File: src/rtl/aligner_pkg.sv
package aligner_pkg;
  localparam int BYTE_W     = 8;
  localparam int WORD_BYTES = 4;
  localparam int WORD_W     = BYTE_W * WORD_BYTES;
  localparam int OFF_W      = $clog2(WORD_BYTES);
  localparam int CNT_W      = OFF_W + 1;

  typedef enum logic [1:0] {
    ACC_BYTE = 2'd0,
    ACC_HALF = 2'd1,
    ACC_TRIP = 2'd2,
    ACC_WORD = 2'd3
  } acc_size_e;

  // Number of bytes moved by an access of the given size.
  function automatic logic [CNT_W-1:0] size_to_bytes(acc_size_e s);
    return CNT_W'(s) + CNT_W'(1);
  endfunction

  // True when the access does not fit its natural alignment in the word.
  function automatic logic span_overruns(acc_size_e s, logic [OFF_W-1:0] off);
    logic bad;
    case (s)
      ACC_BYTE: bad = 1'b0;
      ACC_HALF: bad = off[0];
      ACC_TRIP: bad = (int'(off) + 3) > WORD_BYTES;
      default:  bad = (off != '0);
    endcase
    return bad;
  endfunction

  // Physical lane holding the least significant byte of the access.
  function automatic logic [OFF_W-1:0] lowest_lane(acc_size_e s,
                                                   logic [OFF_W-1:0] off,
                                                   logic big);
    int t;
    if (big) t = WORD_BYTES - int'(off) - int'(size_to_bytes(s));
    else     t = int'(off);
    return OFF_W'(t);
  endfunction

  // Contiguous run of n enabled lanes starting at lane low.
  function automatic logic [WORD_BYTES-1:0] lane_run(logic [CNT_W-1:0] n,
                                                     logic [OFF_W-1:0] low);
    logic [2*WORD_BYTES-1:0] t;
    t = ((2*WORD_BYTES)'(1) << n) - (2*WORD_BYTES)'(1);
    t = t << low;
    return t[WORD_BYTES-1:0];
  endfunction
endpackage

File: src/rtl/endian_ctrl.sv
module endian_ctrl (
  input  logic clk,
  input  logic rst_n,
  input  logic base_big_in,
  input  logic user_mode,
  input  logic rev_endian,
  output logic eff_big
);
  logic base_big;
  logic rev_active;

  always_ff @(posedge clk) begin
    if (!rst_n) base_big <= base_big_in;
  end

  assign rev_active = rev_endian & user_mode;
  assign eff_big    = base_big ^ rev_active;


  base_hold_chk: assert property (@(posedge clk) disable iff (!rst_n)
    $past(rst_n) |-> $stable(base_big));


  kernel_base_chk: assert property (@(posedge clk) disable iff (!rst_n)
    !user_mode |-> (eff_big == base_big));


  user_flip_chk: assert property (@(posedge clk) disable iff (!rst_n)
    (user_mode && rev_endian) |-> (eff_big != base_big));
endmodule

File: src/rtl/lane_decoder.sv
module lane_decoder
  import aligner_pkg::*;
(
  input  logic                  clk,
  input  logic                  rst_n,
  input  acc_size_e             size,
  input  logic [OFF_W-1:0]      off,
  input  logic                  eff_big,
  output logic [OFF_W-1:0]      low_lane,
  output logic [CNT_W-1:0]      nbytes,
  output logic [WORD_BYTES-1:0] lane_mask,
  output logic                  misaligned
);
  logic [WORD_BYTES-1:0] raw_run;

  always_comb begin
    nbytes     = size_to_bytes(size);
    misaligned = span_overruns(size, off);
    low_lane   = lowest_lane(size, off, eff_big);
    raw_run    = lane_run(nbytes, low_lane);
    lane_mask  = misaligned ? '0 : raw_run;
  end


  misalign_mask_chk: assert property (@(posedge clk) disable iff (!rst_n)
    misaligned |-> (lane_mask == '0));


  mask_count_chk: assert property (@(posedge clk) disable iff (!rst_n)
    !misaligned |-> ($countones(lane_mask) == int'(nbytes)));


  byte_onehot_chk: assert property (@(posedge clk) disable iff (!rst_n)
    (size == ACC_BYTE) |-> $onehot0(lane_mask) && (lane_mask != '0));
endmodule

File: src/rtl/load_extract.sv
module load_extract
  import aligner_pkg::*;
(
  input  logic              clk,
  input  logic              rst_n,
  input  logic [WORD_W-1:0] word,
  input  logic [OFF_W-1:0]  low_lane,
  input  logic [CNT_W-1:0]  nbytes,
  input  logic              is_signed,
  input  logic              misaligned,
  output logic [WORD_W-1:0] result
);
  logic [WORD_W-1:0] shifted;
  logic              sign_bit;
  logic [BYTE_W-1:0] fill;

  always_comb begin
    shifted  = word >> (BYTE_W * int'(low_lane));
    sign_bit = 1'b0;
    for (int k = 0; k < WORD_BYTES; k++) begin
      if (k == int'(nbytes) - 1) sign_bit = shifted[BYTE_W*k + BYTE_W-1];
    end
    fill = (is_signed && sign_bit) ? '1 : '0;
    for (int k = 0; k < WORD_BYTES; k++) begin
      if (misaligned)            result[BYTE_W*k +: BYTE_W] = '0;
      else if (k < int'(nbytes)) result[BYTE_W*k +: BYTE_W] = shifted[BYTE_W*k +: BYTE_W];
      else                       result[BYTE_W*k +: BYTE_W] = fill;
    end
  end


  unsigned_byte_chk: assert property (@(posedge clk) disable iff (!rst_n)
    (!is_signed && !misaligned && nbytes == CNT_W'(1)) |->
      (result[WORD_W-1:BYTE_W] == '0));


  misalign_load_chk: assert property (@(posedge clk) disable iff (!rst_n)
    misaligned |-> (result == '0));
endmodule

File: src/rtl/store_place.sv
module store_place
  import aligner_pkg::*;
(
  input  logic                  clk,
  input  logic                  rst_n,
  input  logic [WORD_W-1:0]     data,
  input  logic [OFF_W-1:0]      low_lane,
  input  logic [WORD_BYTES-1:0] lane_mask,
  output logic [WORD_W-1:0]     st_word,
  output logic [WORD_BYTES-1:0] byte_en
);
  logic [WORD_W-1:0] shifted;

  assign shifted = data << (BYTE_W * int'(low_lane));
  assign byte_en = lane_mask;

  for (genvar g = 0; g < WORD_BYTES; g++) begin : g_lane
    assign st_word[BYTE_W*g +: BYTE_W] =
      lane_mask[g] ? shifted[BYTE_W*g +: BYTE_W] : '0;
  end


  idle_store_chk: assert property (@(posedge clk) disable iff (!rst_n)
    (byte_en == '0) |-> (st_word == '0));
endmodule

File: src/rtl/lsu_lane_aligner.sv
module lsu_lane_aligner
  import aligner_pkg::*;
(
  input  logic              clk,
  input  logic              rst_n,
  input  logic              base_big_in,
  input  logic              user_mode,
  input  logic              rev_endian,
  input  logic [1:0]        acc_size,
  input  logic [1:0]        addr_lo,
  input  logic              ld_signed,
  input  logic [31:0]       ld_word,
  input  logic [31:0]       st_data,
  output logic [31:0]       ld_result,
  output logic [31:0]       st_word,
  output logic [3:0]        st_byte_en,
  output logic              misaligned,
  output logic              eff_big
);
  acc_size_e             size_e;
  logic [OFF_W-1:0]      low_lane;
  logic [CNT_W-1:0]      nbytes;
  logic [WORD_BYTES-1:0] lane_mask;

  assign size_e = acc_size_e'(acc_size);

  endian_ctrl u_endian (
    .clk(clk), .rst_n(rst_n), .base_big_in(base_big_in),
    .user_mode(user_mode), .rev_endian(rev_endian), .eff_big(eff_big)
  );

  lane_decoder u_dec (
    .clk(clk), .rst_n(rst_n), .size(size_e), .off(addr_lo),
    .eff_big(eff_big), .low_lane(low_lane), .nbytes(nbytes),
    .lane_mask(lane_mask), .misaligned(misaligned)
  );

  load_extract u_ld (
    .clk(clk), .rst_n(rst_n), .word(ld_word), .low_lane(low_lane),
    .nbytes(nbytes), .is_signed(ld_signed), .misaligned(misaligned),
    .result(ld_result)
  );

  store_place u_st (
    .clk(clk), .rst_n(rst_n), .data(st_data), .low_lane(low_lane),
    .lane_mask(lane_mask), .st_word(st_word), .byte_en(st_byte_en)
  );
endmodule

File: config.mk
export PLATFORM = sky130hd
export DESIGN_NAME = lsu_lane_aligner
export DESIGN_NICKNAME = d
export VERILOG_FILES = /design/src/rtl/aligner_pkg.sv /design/src/rtl/endian_ctrl.sv /design/src/rtl/lane_decoder.sv /design/src/rtl/load_extract.sv /design/src/rtl/store_place.sv /design/src/rtl/lsu_lane_aligner.sv
export SDC_FILE = /design/constraint.sdc
export NUM_CORES = 1
export LEC_CHECK = 0
export BUFFER_PORTS_ARGS = -buffer_cell sky130_fd_sc_hd__buf_2
export CORE_MARGIN = 3
export CORE_UTILIZATION = 49
export CTS_BUF_LIST = sky130_fd_sc_hd__clkbuf_8
export DETAILED_ROUTE_END_ITERATION = 7
export GPL_ROUTABILITY_DRIVEN = 0
export MAX_ROUTING_LAYER = met4
export PLACE_DENSITY = 0.95
export SLEW_MARGIN = 0
export SYNTH_ARGS = -nofsm -noshare
export SYNTH_HDL_FRONTEND = slang
export SYNTH_SLANG_ARGS = --single-unit
File: constraint.sdc
create_clock -name clk -period 6.1 [get_ports clk]
set_input_delay 0.305 -clock clk [delete_from_list [all_inputs] [get_ports clk]]
set_output_delay 0.305 -clock clk [all_outputs]
set_load 0.005 [all_outputs]
Word level (Yosys, flattened, before mapping)
Index checks and enable logic that the tools add are counted.
- latch bits: 0
- output and inout port bits: 70
- ROM bits: 0
- register bits: 1
- memories: 0
- memory bits (writable): 0
- magnitude comparators: 5
- eq/ne operators: 5
- add/sub/neg operators: 6
- mux-type cells: 20
- reductions and logical operators: 4
- $mul: 0
- bitwise operators: 2
- shifts and indexed selects: 4
- divide/modulo/power cells: 0
- operators with widths (operator ; number):
    2-to-1 mux 8 bit ; 13
    equality test 3 x 32 -> 1 bit, first input constant ; 2
    equality test 2 x 32 -> 1 bit, first input constant ; 1
    > comparator 32 x 4 -> 1 bit, second input constant ; 1
    logical NOT 32 bit ; 1
    left shift 32 x 5 -> 32 bit ; 1
    >> shifter 32 x 5 -> 32 bit ; 1
    left shift 1 x 3 -> 8 bit, first input constant ; 1
    left shift 8 x 2 -> 4 bit ; 1
    subtractor 8 x 2 -> 8 bit, second input constant ; 1
    less-than comparator 1 x 3 -> 1 bit, first input constant ; 2
    less-than comparator 2 x 3 -> 1 bit, first input constant ; 2
    2-to-1 mux 1 bit ; 4
    2-to-1 mux 4 bit ; 1
    subtractor 3 x 1 -> 4 bit, second input constant ; 1
    adder 2 x 1 -> 3 bit, second input constant ; 1
    adder 2 x 2 -> 3 bit, second input constant ; 1
    one-hot mux 1 bit (3 select lines) ; 1
    equality test 2 x 1 -> 1 bit, second input constant ; 1
    equality test 2 bit, second input constant ; 1
    logical NOT 2 bit ; 1
    2-to-1 mux 2 bit ; 1
    nonzero test 2 bit ; 1
    subtractor 1 x 2 -> 2 bit, first input constant ; 1
    other kinds (4) ; 4

Depth between registers and ports, before layout
- depth after elaboration: 12
- mapped depth: 10

Cells and area by module
A second synthesis with hierarchy kept.
- cells, all modules: 257
- area total of the unflattened synthesis: 1921.8 µm²
- modules (own cells, without submodules) (module ; area each (µm²) ; cells an instance ; instances):
    load_extract ; 953.4 ; 136 ; 1
    store_place ; 690.7 ; 88 ; 1
    lane_decoder ; 231.5 ; 29 ; 1
    endian_ctrl ; 46.3 ; 4 ; 1

Worst setup path after synthesis
OpenSTA, ideal clock, no wires.
- path type: input port to output port
- start: input port acc_size[0]
- end: output port ld_result[10]
- arrival: 2.271 ns
- data required time: 5.795 ns
- path slack: 3.524 ns
- cell stages on the path: 9
- path through: inv_1 > ha_1 > xnor2_1 > a221oi_2 > nand3_4 > buf_2 > and3_1 > o311ai_0 > o22ai_1
- cells in the longest elaborated chain, start to end: 12
- elaborated cells on any way between the ends: 22
- ends and longest elaborated chain (item ; line ; text):
    start: declaration ; lsu_lane_aligner.sv:9 ; input logic [1:0] acc_size,
    adder 2 x 1 -> 3 bit ; aligner_pkg.sv:17 ; return CNT_W'(s) + CNT_W'(1);
    subtractor 2 bit ; aligner_pkg.sv:37 ; if (big) t = WORD_BYTES - int'(off) - int'(size_to_bytes(s));
    2-to-1 mux 2 bit ; aligner_pkg.sv:37 ;
    >> shifter 32 x 5 -> 32 bit ; load_extract.sv:18 ; shifted = word >> (BYTE_W * int'(low_lane));
    2-to-1 mux 1 bit (4 in a row) ; load_extract.sv:21 ; if (k == int'(nbytes) - 1) sign_bit = shifted[BYTE_W*k + BYTE_W-1];
    logical AND 1 bit ; load_extract.sv:23 ; fill = (is_signed && sign_bit) ? '1 : '0;
    2-to-1 mux 8 bit ; load_extract.sv:23 ;
    2-to-1 mux 8 bit ; load_extract.sv:26 ; else if (k < int'(nbytes)) result[BYTE_W*k +: BYTE_W] = shifted[BYTE_W*k +: BYTE_W];
    2-to-1 mux 8 bit (*) ; load_extract.sv:25 ; if (misaligned) result[BYTE_W*k +: BYTE_W] = '0;
    end: declaration ; lsu_lane_aligner.sv:14 ; output logic [31:0] ld_result,
Every way passes the cells marked *; elsewhere a longest branch is shown, timed or not.

Final worst setup path
- start: register u_endian.base_big
- end: output port ld_result[22]
- cells in the longest elaborated chain, start to end: 11
- ends and longest elaborated chain (item ; line ; text):
    start: declaration ; endian_ctrl.sv:9 ; logic base_big;
    start signal: assignment ; endian_ctrl.sv:13 ; if (!rst_n) base_big <= base_big_in;
    XOR 1 bit (*) ; endian_ctrl.sv:17 ; assign eff_big = base_big ^ rev_active;
    2-to-1 mux 2 bit (*) ; aligner_pkg.sv:37 ;
    >> shifter 32 x 5 -> 32 bit (*) ; load_extract.sv:18 ;
    2-to-1 mux 1 bit (4 in a row) ; load_extract.sv:21 ;
    logical AND 1 bit ; load_extract.sv:23 ;
    2-to-1 mux 8 bit ; load_extract.sv:23 ;
    2-to-1 mux 8 bit (*) ; load_extract.sv:26 ;
    2-to-1 mux 8 bit (*) ; load_extract.sv:25 ;
Marks and branches as above.

==> results.tsv <==
stage	metric	value	unit
synthesis	Synth warnings	0	
timing	RSZ-0062 raised after global routing	false	
worst_setup_path	Setup CP Type	reg -> out	
place	PortBufs	143	
power	Lkg Pwr	1.53	nW
floorplan	Die X	76.1	um
grt	initial antenna violation count	0	
power	sequential power share	2.2	%
floorplan	Die Ht	76.1	um
synthesis	Mapped Area	2410	um^2
outcome	outcome	completed	
routing	Post-route DRC	0	
worst_setup_path	crit path DAT	3.47	ns
routing	first-pass iteration count of the detailed router	5	
layout	Largest regs	u_endian.base_big (1)	
synthesis	Synth cell types	59	
timing	period utilization	61.9	%
power	Worst VDD drop	0.110	mV
grt	gr usage total	30.9	%
routing	DR vias/cell	6.64	
place	DP Cell Count	518	
layout	Finished Layout Cells	518	
layout	Top reg by flops	u_endian.base_big	
power	clock network power share	0	%
worst_setup_path	CP required	5.79	ns
worst_setup_path	WP buf/inv	1	
synthesis	asr flop ratio synth	0	%
routing	Antenna Violating Nets Remaining	0	
clocking	post-CTS setup repair buffer count	0	
worst_setup_path	Max FO, Critical Path	20	
synthesis	register area share after synthesis	1.25	%
timing	final hold violations	0	
worst_setup_path	Worst path max stage delay	0.75	ns
power	Sw Ratio	56.9	%
routing	DRT Wirelength	9310	um
clocking	register clock-pin slew on the reported worst setup and hold paths	0	ns
floorplan	I/O pins	144	
power	Overall Power	0.413	mW
layout	final net count	537	
timing	relative max-transition margin	17.2	%
timing	final number of max-transition violations	0	
worst_setup_path	CP Capture Type	primary output	
synthesis	syn_area_per_cell	7.23	um^2
place	DP Wirelength	7000	um
power	P_int	0.178	mW
power	Gate power share	97.8	%
flow_run	max-cap check violation count	0	
synthesis	#FFs+latches synth	1	
timing	Fin Setup TNS	0	ns
timing	Worst Tran Pin Value	1.23	ns
worst_setup_path	Largest delay share family, worst path	compound AO/OA/AOI/OAI gates	
routing	wire length per cell after detailed routing	18.0	um
clocking	CTS Hold Buffers Added	0	
worst_setup_path	crit path cell chain	a21boi_2 -> o21ai_1 -> nand2_1 -> o31ai_4 -> nand2_2 -> o211ai_1 -> buf_2	
timing	hold slack final	0.483	ns
timing	f_max	265	MHz
floorplan	core area	4530	um^2
layout	share of cells above drive strength 1	40.0	%
timing	fin crit period	3.78	ns
grt	pin count of the biggest net entering global routing	46	
clocking	cells resized by post-CTS repair	0	
synthesis	Main synth FF type	edfxtp_1	
synthesis	Syn Inst Count	333	
worst_setup_path	crit path max-delay cell type	o21ai_1	
floorplan	initial core utilization	53.1	%
layout	max FFs per register	1	
floorplan	Core Rows	24	
synthesis	Post-synth EDFFs	1	
grt	grt ovf	0	
power	cell area power density	134	nW/um^2
grt	first-pass GRT wire length	15300	um
timing	Final setup viols	0	
grt	vias in the first global route	3208	
power	Sw Pwr	0.235	mW
worst_setup_path	crit path launch type	flop	
synthesis	Syn Nets	415	
routing	Starting DRT DRC Count	592	
layout	area delta synth->final	28.2	%
floorplan	die area	5790	um^2
layout	Diodes inserted	0	
hold_path	worst hold path class	in -> reg	
routing	via count	3440	
-- synth_stat cells, types with 2 or more instances --
| master | instances | area (um^2) |
|---|---|---|
| nand2_1 | 34 | 128 |
| mux2i_1 | 32 | 320 |
| nand3_1 | 22 | 110 |
| and2_1 | 19 | 119 |
| nor3_1 | 18 | 90.1 |
| a21oi_1 | 16 | 80.1 |
| mux2_2 | 15 | 169 |
| o21ai_0 | 14 | 70.1 |
| o211ai_1 | 10 | 75.1 |
| buf_2 | 9 | 45.0 |
| inv_1 | 9 | 33.8 |
| nor2_1 | 9 | 33.8 |
| o22ai_1 | 9 | 56.3 |
| a211oi_1 | 8 | 60.1 |
| and3_1 | 8 | 50.1 |
| clkbuf_1 | 8 | 30.0 |
| ha_1 | 8 | 100 |
| o22a_1 | 8 | 70.1 |
| o2bb2ai_1 | 8 | 70.1 |
| a41oi_1 | 7 | 61.3 |
| o311ai_0 | 7 | 61.3 |
| buf_4 | 4 | 30.0 |
| nand4_1 | 4 | 25.0 |
| a21oi_2 | 3 | 26.3 |
| nor2b_1 | 3 | 18.8 |
| a31oi_1 | 2 | 12.5 |
| buf_6 | 2 | 22.5 |
| nor3_4 | 2 | 32.5 |
| o21ai_1 | 2 | 10.0 |
| o31ai_4 | 2 | 42.5 |
| or3_1 | 2 | 12.5 |
| xor2_1 | 2 | 17.5 |
-- metrics by stage --
stage          cell area [um^2]  setup slack [ns]  utilization [%]
4_1_cts                    3090              2.47             68.1
2_1_floorplan              2410              3.52                -
3_5_place_dp               3090              2.49             68.1
3_3_place_gp               3090              2.58             68.1
5_1_grt                    3090              2.11             68.1
6_report                   3090              2.32             68.1
-- cells in the final DEF (no fill, tap or decap), types with 3 or more instances in the layout --
master and instances:
and3_1 8, inv_1 9, nor3_1 18, o311ai_0 7, a21oi_2 3, a211oi_1 8
a41oi_1 7, nand4_1 4, nand2_1 34, ha_1 8, nor2_1 9, o2bb2ai_1 8
o22ai_1 9, o22a_1 8, mux2_2 15, and2_1 19, o211ai_1 10, buf_2 143
nand3_1 22, mux2i_1 32, a21oi_1 16, o21ai_0 14, nor2b_1 3
-- final timing paths --
| path | start | end | slack [ns] | cells past startpoint |
|---|---|---|---|---|
| setup / recovery | u_endian.base_big$_DFFE_PN_ | ld_result[22] | 2.32 | 7 |
| hold / removal | base_big_in | u_endian.base_big$_DFFE_PN_ | 0.48 | 1 |
-- per-layer routing --
metal / global-route usage, % / up-vias / share of wire, % / wire length [um]
met5: - / - / 0 / 0
met4: 7.43 / 0 / 2.7 / 253
met3: 4.73 / 38 / 11 / 1000
met2: 52.6 / 257 / 48 / 4450
met1: 38.3 / 1600 / 39 / 3600
li1: - / 1545 / - / -
-- power by group through the flow --
stage          Sequential, mW  Combinational (mW)  Clock, mW
3_5_place_dp          0.00918               0.393          0
4_1_cts               0.00919               0.395          0
5_1_grt               0.00944               0.437          0
3_3_place_gp          0.00907               0.382          0
2_1_floorplan         0.00900               0.268          0
6_report              0.00925               0.403          0
-- cells by family (layout without fill, tap and decap cells) --
family | after synthesis | count (layout) | synth area share, %
simple gates | 134 | 134 | 31.5
compound gates | 107 | 107 | 34.9
mux | 47 | 47 | 20.3
buf+inv | 33 | 153 | 6.86
fa+ha+maj | 8 | 8 | 4.16
xor+xnor | 3 | 3 | 1.09
flops | 1 | 1 | 1.25
-- cell type report --
class | instances | area, um^2
fillers | 391 | 1450
repair buffers | 144 | 723
inverters | 9 | 33.8
multi-input cells | 299 | 2220
flip-flops and latches | 1 | 30.0
well taps | 65 | 81.3
(Power assumes the default switching activity.)
